`config.mk`:
```
export PLATFORM = sky130hd
export DESIGN_NAME = irq_ident_ctrl
export DESIGN_NICKNAME = d
export VERILOG_FILES = /design/src/rtl/irq_ident_pkg.sv /design/src/rtl/irq_cfg_regs.sv /design/src/rtl/irq_ident_reg.sv /design/src/rtl/irq_msg_gen.sv /design/src/rtl/irq_ident_ctrl.sv
export SDC_FILE = /design/constraint.sdc
export NUM_CORES = 1
export LEC_CHECK = 0
export BUFFER_PORTS_ARGS = -buffer_cell sky130_fd_sc_hd__buf_4
export CAP_MARGIN = 20
export CORE_ASPECT_RATIO = 0.5
export CORE_UTILIZATION = 48
export DETAILED_ROUTE_END_ITERATION = 10
export GPL_TIMING_DRIVEN = 0
export PLACE_DENSITY_LB_ADDON = 0.08
export SYNTH_ARGS = -nofsm -noshare
export SYNTH_HDL_FRONTEND = slang
export SYNTH_SLANG_ARGS = --single-unit
```
`constraint.sdc`:
```
create_clock -name clk -period 1.2 [get_ports clk]
set_input_delay 0 -clock clk [delete_from_list [all_inputs] [get_ports clk]]
set_output_delay 0 -clock clk [all_outputs]
set_load 0.02 [all_outputs]
```
`src/rtl/irq_ident_pkg.sv`:
```
package irq_ident_pkg;
   typedef enum logic [1:0] {
      SEL_IDENT  = 2'd0,
      SEL_ENABLE = 2'd1,
      SEL_MASK   = 2'd2,
      SEL_SMASK  = 2'd3
   } reg_sel_e;
endpackage

```
`src/rtl/irq_cfg_regs.sv`:
```
module irq_cfg_regs #(
   parameter int N = 8
) (
   input  logic         clk,
   input  logic         rst_n,
   input  logic         wr,
   input  logic [1:0]   addr,
   input  logic [N-1:0] wdata,
   output logic [N-1:0] enable_q,
   output logic [N-1:0] mask_q,
   output logic [N-1:0] smask_q
);
   import irq_ident_pkg::*;

   localparam logic [N-1:0] ALL_ONES = {N{1'b1}};

   always_ff @(posedge clk or negedge rst_n) begin
      if (!rst_n) begin
         enable_q <= '0;
         mask_q   <= ALL_ONES;
         smask_q  <= ALL_ONES;
      end else if (wr) begin
         case (reg_sel_e'(addr))
            SEL_ENABLE: enable_q <= wdata;
            SEL_MASK:   mask_q   <= wdata;
            SEL_SMASK:  smask_q  <= wdata;
            default:    ;
         endcase
      end
   end
endmodule

```
`src/rtl/irq_ident_reg.sv`:
```
module irq_ident_reg #(
   parameter int           N         = 8,
   parameter logic [N-1:0] ALWAYS_ON = '0
) (
   input  logic         clk,
   input  logic         rst_n,
   input  logic [N-1:0] src_evt,
   input  logic [N-1:0] enable,
   input  logic [N-1:0] mask,
   input  logic [N-1:0] clr_vec,
   output logic [N-1:0] set_vec,
   output logic [N-1:0] ident_q
);
   // per-source gate: permanently unmasked sources skip the mask
   for (genvar i = 0; i < N; i++) begin : g_gate
      if (ALWAYS_ON[i]) begin : g_fixed
         assign set_vec[i] = src_evt[i] & enable[i];
      end else begin : g_masked
         assign set_vec[i] = src_evt[i] & enable[i] & ~mask[i];
      end
   end

   // a new event wins over a clearing write of the same bit
   always_ff @(posedge clk or negedge rst_n) begin
      if (!rst_n) ident_q <= '0;
      else        ident_q <= (ident_q & ~clr_vec) | set_vec;
   end
endmodule

```
`src/rtl/irq_msg_gen.sv`:
```
module irq_msg_gen #(
   parameter int N = 8
) (
   input  logic         clk,
   input  logic         rst_n,
   input  logic         msi_en,
   input  logic [N-1:0] ident_q,
   input  logic [N-1:0] set_vec,
   output logic         msg_pulse
);
   logic arm;
   // from an empty register a clear cannot matter, so any set makes it non-zero
   assign arm = msi_en && (ident_q == '0) && (set_vec != '0);

   always_ff @(posedge clk or negedge rst_n) begin
      if (!rst_n) msg_pulse <= 1'b0;
      else        msg_pulse <= arm;
   end
endmodule

```
`src/rtl/irq_ident_ctrl.sv`:
```
module irq_ident_ctrl #(
   parameter int           N         = 8,
   parameter logic [N-1:0] ALWAYS_ON = 8'h03
) (
   input  logic         clk,
   input  logic         rst_n,
   input  logic         msi_en,
   input  logic [N-1:0] src_evt,
   input  logic         reg_wr,
   input  logic [1:0]   reg_addr,
   input  logic [N-1:0] reg_wdata,
   output logic [N-1:0] reg_rdata,
   output logic         irq_level,
   output logic         msg_pulse
);
   import irq_ident_pkg::*;

   if (N < 1 || N > 32) begin : g_bad_width
      $error("irq_ident_ctrl: N must lie in 1..32");
   end

   logic [N-1:0] enable_q, mask_q, smask_q, ident_q, set_vec, clr_vec;

   irq_cfg_regs #(.N(N)) u_cfg (
      .clk(clk), .rst_n(rst_n), .wr(reg_wr), .addr(reg_addr),
      .wdata(reg_wdata), .enable_q(enable_q), .mask_q(mask_q), .smask_q(smask_q)
   );

   assign clr_vec = (reg_wr && reg_addr == SEL_IDENT) ? reg_wdata : '0;

   irq_ident_reg #(.N(N), .ALWAYS_ON(ALWAYS_ON)) u_ident (
      .clk(clk), .rst_n(rst_n), .src_evt(src_evt), .enable(enable_q),
      .mask(mask_q), .clr_vec(clr_vec), .set_vec(set_vec), .ident_q(ident_q)
   );

   irq_msg_gen #(.N(N)) u_msg (
      .clk(clk), .rst_n(rst_n), .msi_en(msi_en), .ident_q(ident_q),
      .set_vec(set_vec), .msg_pulse(msg_pulse)
   );

   assign irq_level = (ident_q != '0) && !msi_en;

   always_comb begin
      case (reg_sel_e'(reg_addr))
         SEL_IDENT:  reg_rdata = ident_q;
         SEL_ENABLE: reg_rdata = enable_q;
         SEL_MASK:   reg_rdata = mask_q;
         default:    reg_rdata = smask_q;
      endcase
   end
endmodule

```
==> results <==
- The flow ran to the end, but the final reports show violations.
- The final reports fail on hold timing, setup timing.
- The routed wire length is 3290 um.
- The total clock sinks is 33.
- The met1 track demand over resource is 31.7%.
- The type of origin of the critical path is a flip-flop.
- The fraction of final layout cells sized beyond drive strength 1 is 47.5%.
- In this run the tightest slew margin relative to its limit is 71.8%.
- The longest clock path from root to sink contains 2 buffers.
- The type of element capturing the critical path is a primary output.
- For the pin with the worst max-slew slack, the measured transition is 423 ps.
- Synthesis instantiated 24 different standard cells from the library.
- The worst hold path begins at src_evt[3].
- The startpoint identified for the worst register-to-register timing path is u_ident.ident_q[0]$_DFF_PN0_.
- Buffers placed on the I/O ports in this run total 31.
- The mean area per synthesized cell is 12.1 um^2.
- Summing all placed instances gives a cell area of 1810 um^2.
- The root cell of the clock tree is sky130_fd_sc_hd__clkbuf_8.
- In the post-route analysis, the smallest setup slack over all paths is -339 ps.
- The setup path with the least slack is of type flip-flop to primary output.
- After layout, the design draws a total of 3.50 mW.
- The non-filler instance count after layout is 221.
- The count of pins over their slew limit came to 0.
- The global routing usage on met3 is 7.69%.
- The routed via count is 1,160.
- The number of hold-slack violations in the final timing report is 1.
- The die is 41.8 um tall.
- The clock latency on the worst-skew pair is 290 ps.
- The number of nets with antenna violations after routing is 0.
- The H-tree depth is 2.
- The number of design-rule violations left by the first detailed-router iteration is 58.
- The post-layout minimum cycle time is 1540 ps.
- After routing, the total negative slack on setup checks comes to -1990 ps.
- After layout, the worst path uses 128% of the clock period.
- The net count after synthesis is 148.
- Buffers inserted during clock tree synthesis total 5.
- The congestion estimate from routability-driven global placement came to 0.756.
- Dividing the detail-routed via count by the number of cells gives 5.25.
- met2 is the most crowded layer.
- The global-route wire length before repair is 5390 um.
- The leakage power of the design is 0.930 nW.
- In the global route stage, met2 resource usage came out at 33.2%.
- The die covers 3420 um^2.
- The largest total area in the synthesized netlist belongs to sky130_fd_sc_hd__dfrtp_1.
- The number of antenna diodes in the final layout is 0.
- The net total in the final layout is 202.
- For this design the top-level I/O count stands at 32.
- Counting flops with a built-in enable in the synthesized netlist gives 0.
- The fraction of registers with async set/reset is 100%.
- Setup repair after global routing could not meet its margin everywhere.
- For this run, the number of Yosys warnings is 0.
- The commonest cells after synthesis are sky130_fd_sc_hd__nand2_1, sky130_fd_sc_hd__o21ai_0, sky130_fd_sc_hd__dfrtp_1.
- The register bit total from synthesis is 33.
- Detailed placement ended at an HPWL of 2270 um.
- The final design instance area without fill is 2120 um^2.
- The overall track demand over capacity in global routing is 22.6%.
- The tool flagged a number of max-cap violations equal to 0.
- Clock-pin slew was measured on the worst setup and hold paths at 70 ps.
- TritonCTS built the clock tree.
- The initialized floorplan defines 14 standard-cell rows.
- The initial antenna violation count is 0.
- The kind of path behind the tightest hold check is input port to flip-flop.
- The arrival time at the worst endpoint is 1540 ps.
- The cell area that synthesis handed to floorplanning was 1520 um^2.
- The number of global-route vias before repair is 1,127.
- The fraction of the core area covered by cells at the end of the flow is 70.4%.
- The aggregate global routing overflow is 0.
- In the post-synthesis netlist, the cell with the most instances is sky130_fd_sc_hd__nand2_1.
- The area of the core is 3010 um^2.
- The pre-antenna-repair detailed-routing pass consisted of 4 iterations.
- Yosys attributes the largest share of cell area to sky130_fd_sc_hd__dfrtp_1, sky130_fd_sc_hd__dfstp_2, sky130_fd_sc_hd__mux4_2.
- The worst-case IR drop observed on VDD is 940 uV.
- The pin count of the biggest net entering global routing is 34.
- Before CTS, the worst setup slack after placement is -108 ps.
- The synthesis-to-finish area growth is 39.4%.
- Along the worst path, the maximum fanout reaches 2.
- STA puts the critical path data required time at 1200 ps.
- The maximum clock frequency is 650 MHz.
- The gate count after technology mapping is 126.
- The part of the Yosys area used for sequential elements is 55.5%.
- Setup violations remaining at the end of the flow were counted as 10.
- The horizontal extent of the die is 81.7 um.
- In the final routed layout, each cell accounts on average for 14.9 um.
- Across the routed clock network, the largest skew measured is 4.37 ps.
- Once placement completed, the tool counted placed cells totaling 197.
- The count of unresolved DRC violations after routing is 0.
- The starting density of the core is 50.5%.
- In the synthesized netlist the dominant register cell turns out to be sky130_fd_sc_hd__dfrtp_1.
- The area share of the largest cell type after synthesis is 27.9%.
- On the final layout, the worst hold slack is -0.361 ps.
- Dividing total power by cell area gives a power density of 1650 nW/um^2.
- In this run the worst setup path begins at u_ident.ident_q[0]$_DFF_PN0_.
==> layout make-up <==
class / count / area, um^2
fillers: 242 / 891
flip-flops and latches: 33 / 846
multi-input cells: 83 / 643
repair buffers: 47 / 423
clock buffers: 7 / 86.3
well taps: 40 / 50.0
clock inverters: 1 / 30.0
plain buffers: 5 / 25.0
inverters: 5 / 18.8
==> worst paths after layout <==
check / endpoint / slack, ps / cells after the start
min: u_ident.ident_q[3]$_DFF_PN0_ / -0.4 / 3
max: irq_level / -340 / 4
min in group asynchronous: u_ident.ident_q[6]$_DFF_PN0_ / 190 / 2
max reg2reg: u_msg.msg_pulse$_DFF_PN0_ / -120 / 3
max in group asynchronous: u_cfg.mask_q[3]$_DFFE_PN1P_ / 680 / 2
min reg2reg: u_cfg.smask_q[2]$_DFFE_PN1P_ / 480 / 2
==> placed cells by master, fill, tap and decap left out, drive strengths merged, types with 2 or more instances in the layout <==
cell type	instances
a22o	2
buf	40
clkbuf	9
dfrtp	17
dfstp	16
dlygate4sd3	10
inv	5
mux2	9
mux4	8
nand2	25
nand3b	7
nor2	3
o21ai	20
or4	2
==> power by group <==
group	switching, mW	internal [mW]
combinational	0.370	0.523
clock	0.400	0.677
sequential	0.142	1.39
==> flip-flops by register name, indices dropped and copies added (netlist names) <==
signal	cells
u_cfg.mask_q	8
u_cfg.enable_q	8
u_ident.ident_q	8
u_cfg.smask_q	8
u_msg.msg_pulse	1
==> kinds of logic after synthesis <==
logic type	count (synthesis)	share of synthesized area [%]
buffers and inverters	10	2.88
muxes	17	18.7
and+or+nand+nor	41	13.4
AOI/OAI and AO/OA	25	9.45
DFF	33	55.5
==> critical path, stage by stage, from the launching register on <==
cell                      delay (ps)
sky130_fd_sc_hd__dfrtp_1         400
sky130_fd_sc_hd__or4_4           540
sky130_fd_sc_hd__nor2_4          130
sky130_fd_sc_hd__nor2_2           50
sky130_fd_sc_hd__buf_6           120
==> layer usage <==
| metal | up-vias | wire length (um) |
|---|---|---|
| li1 | 561 | - |
| met1 | 563 | 1640 |
| met2 | 31 | 1430 |
| met3 | 5 | 186 |
| met4 | 0 | 36 |
| met5 | - | 0 |
==> timing repair <==
| item | 4_1_cts | 5_1_grt |
|---|---|---|
| setup endpoints to repair | 10 | 10 |
| hold buffers | 10 | 0 |
| setup buffers | 5 | 1 |
| endpoints found under the hold margin | 48 | 0 |
| pin swaps | 3 | 0 |
| resized for setup | 15 | 1 |
No activity file was read; power rests on OpenSTA's default activity.
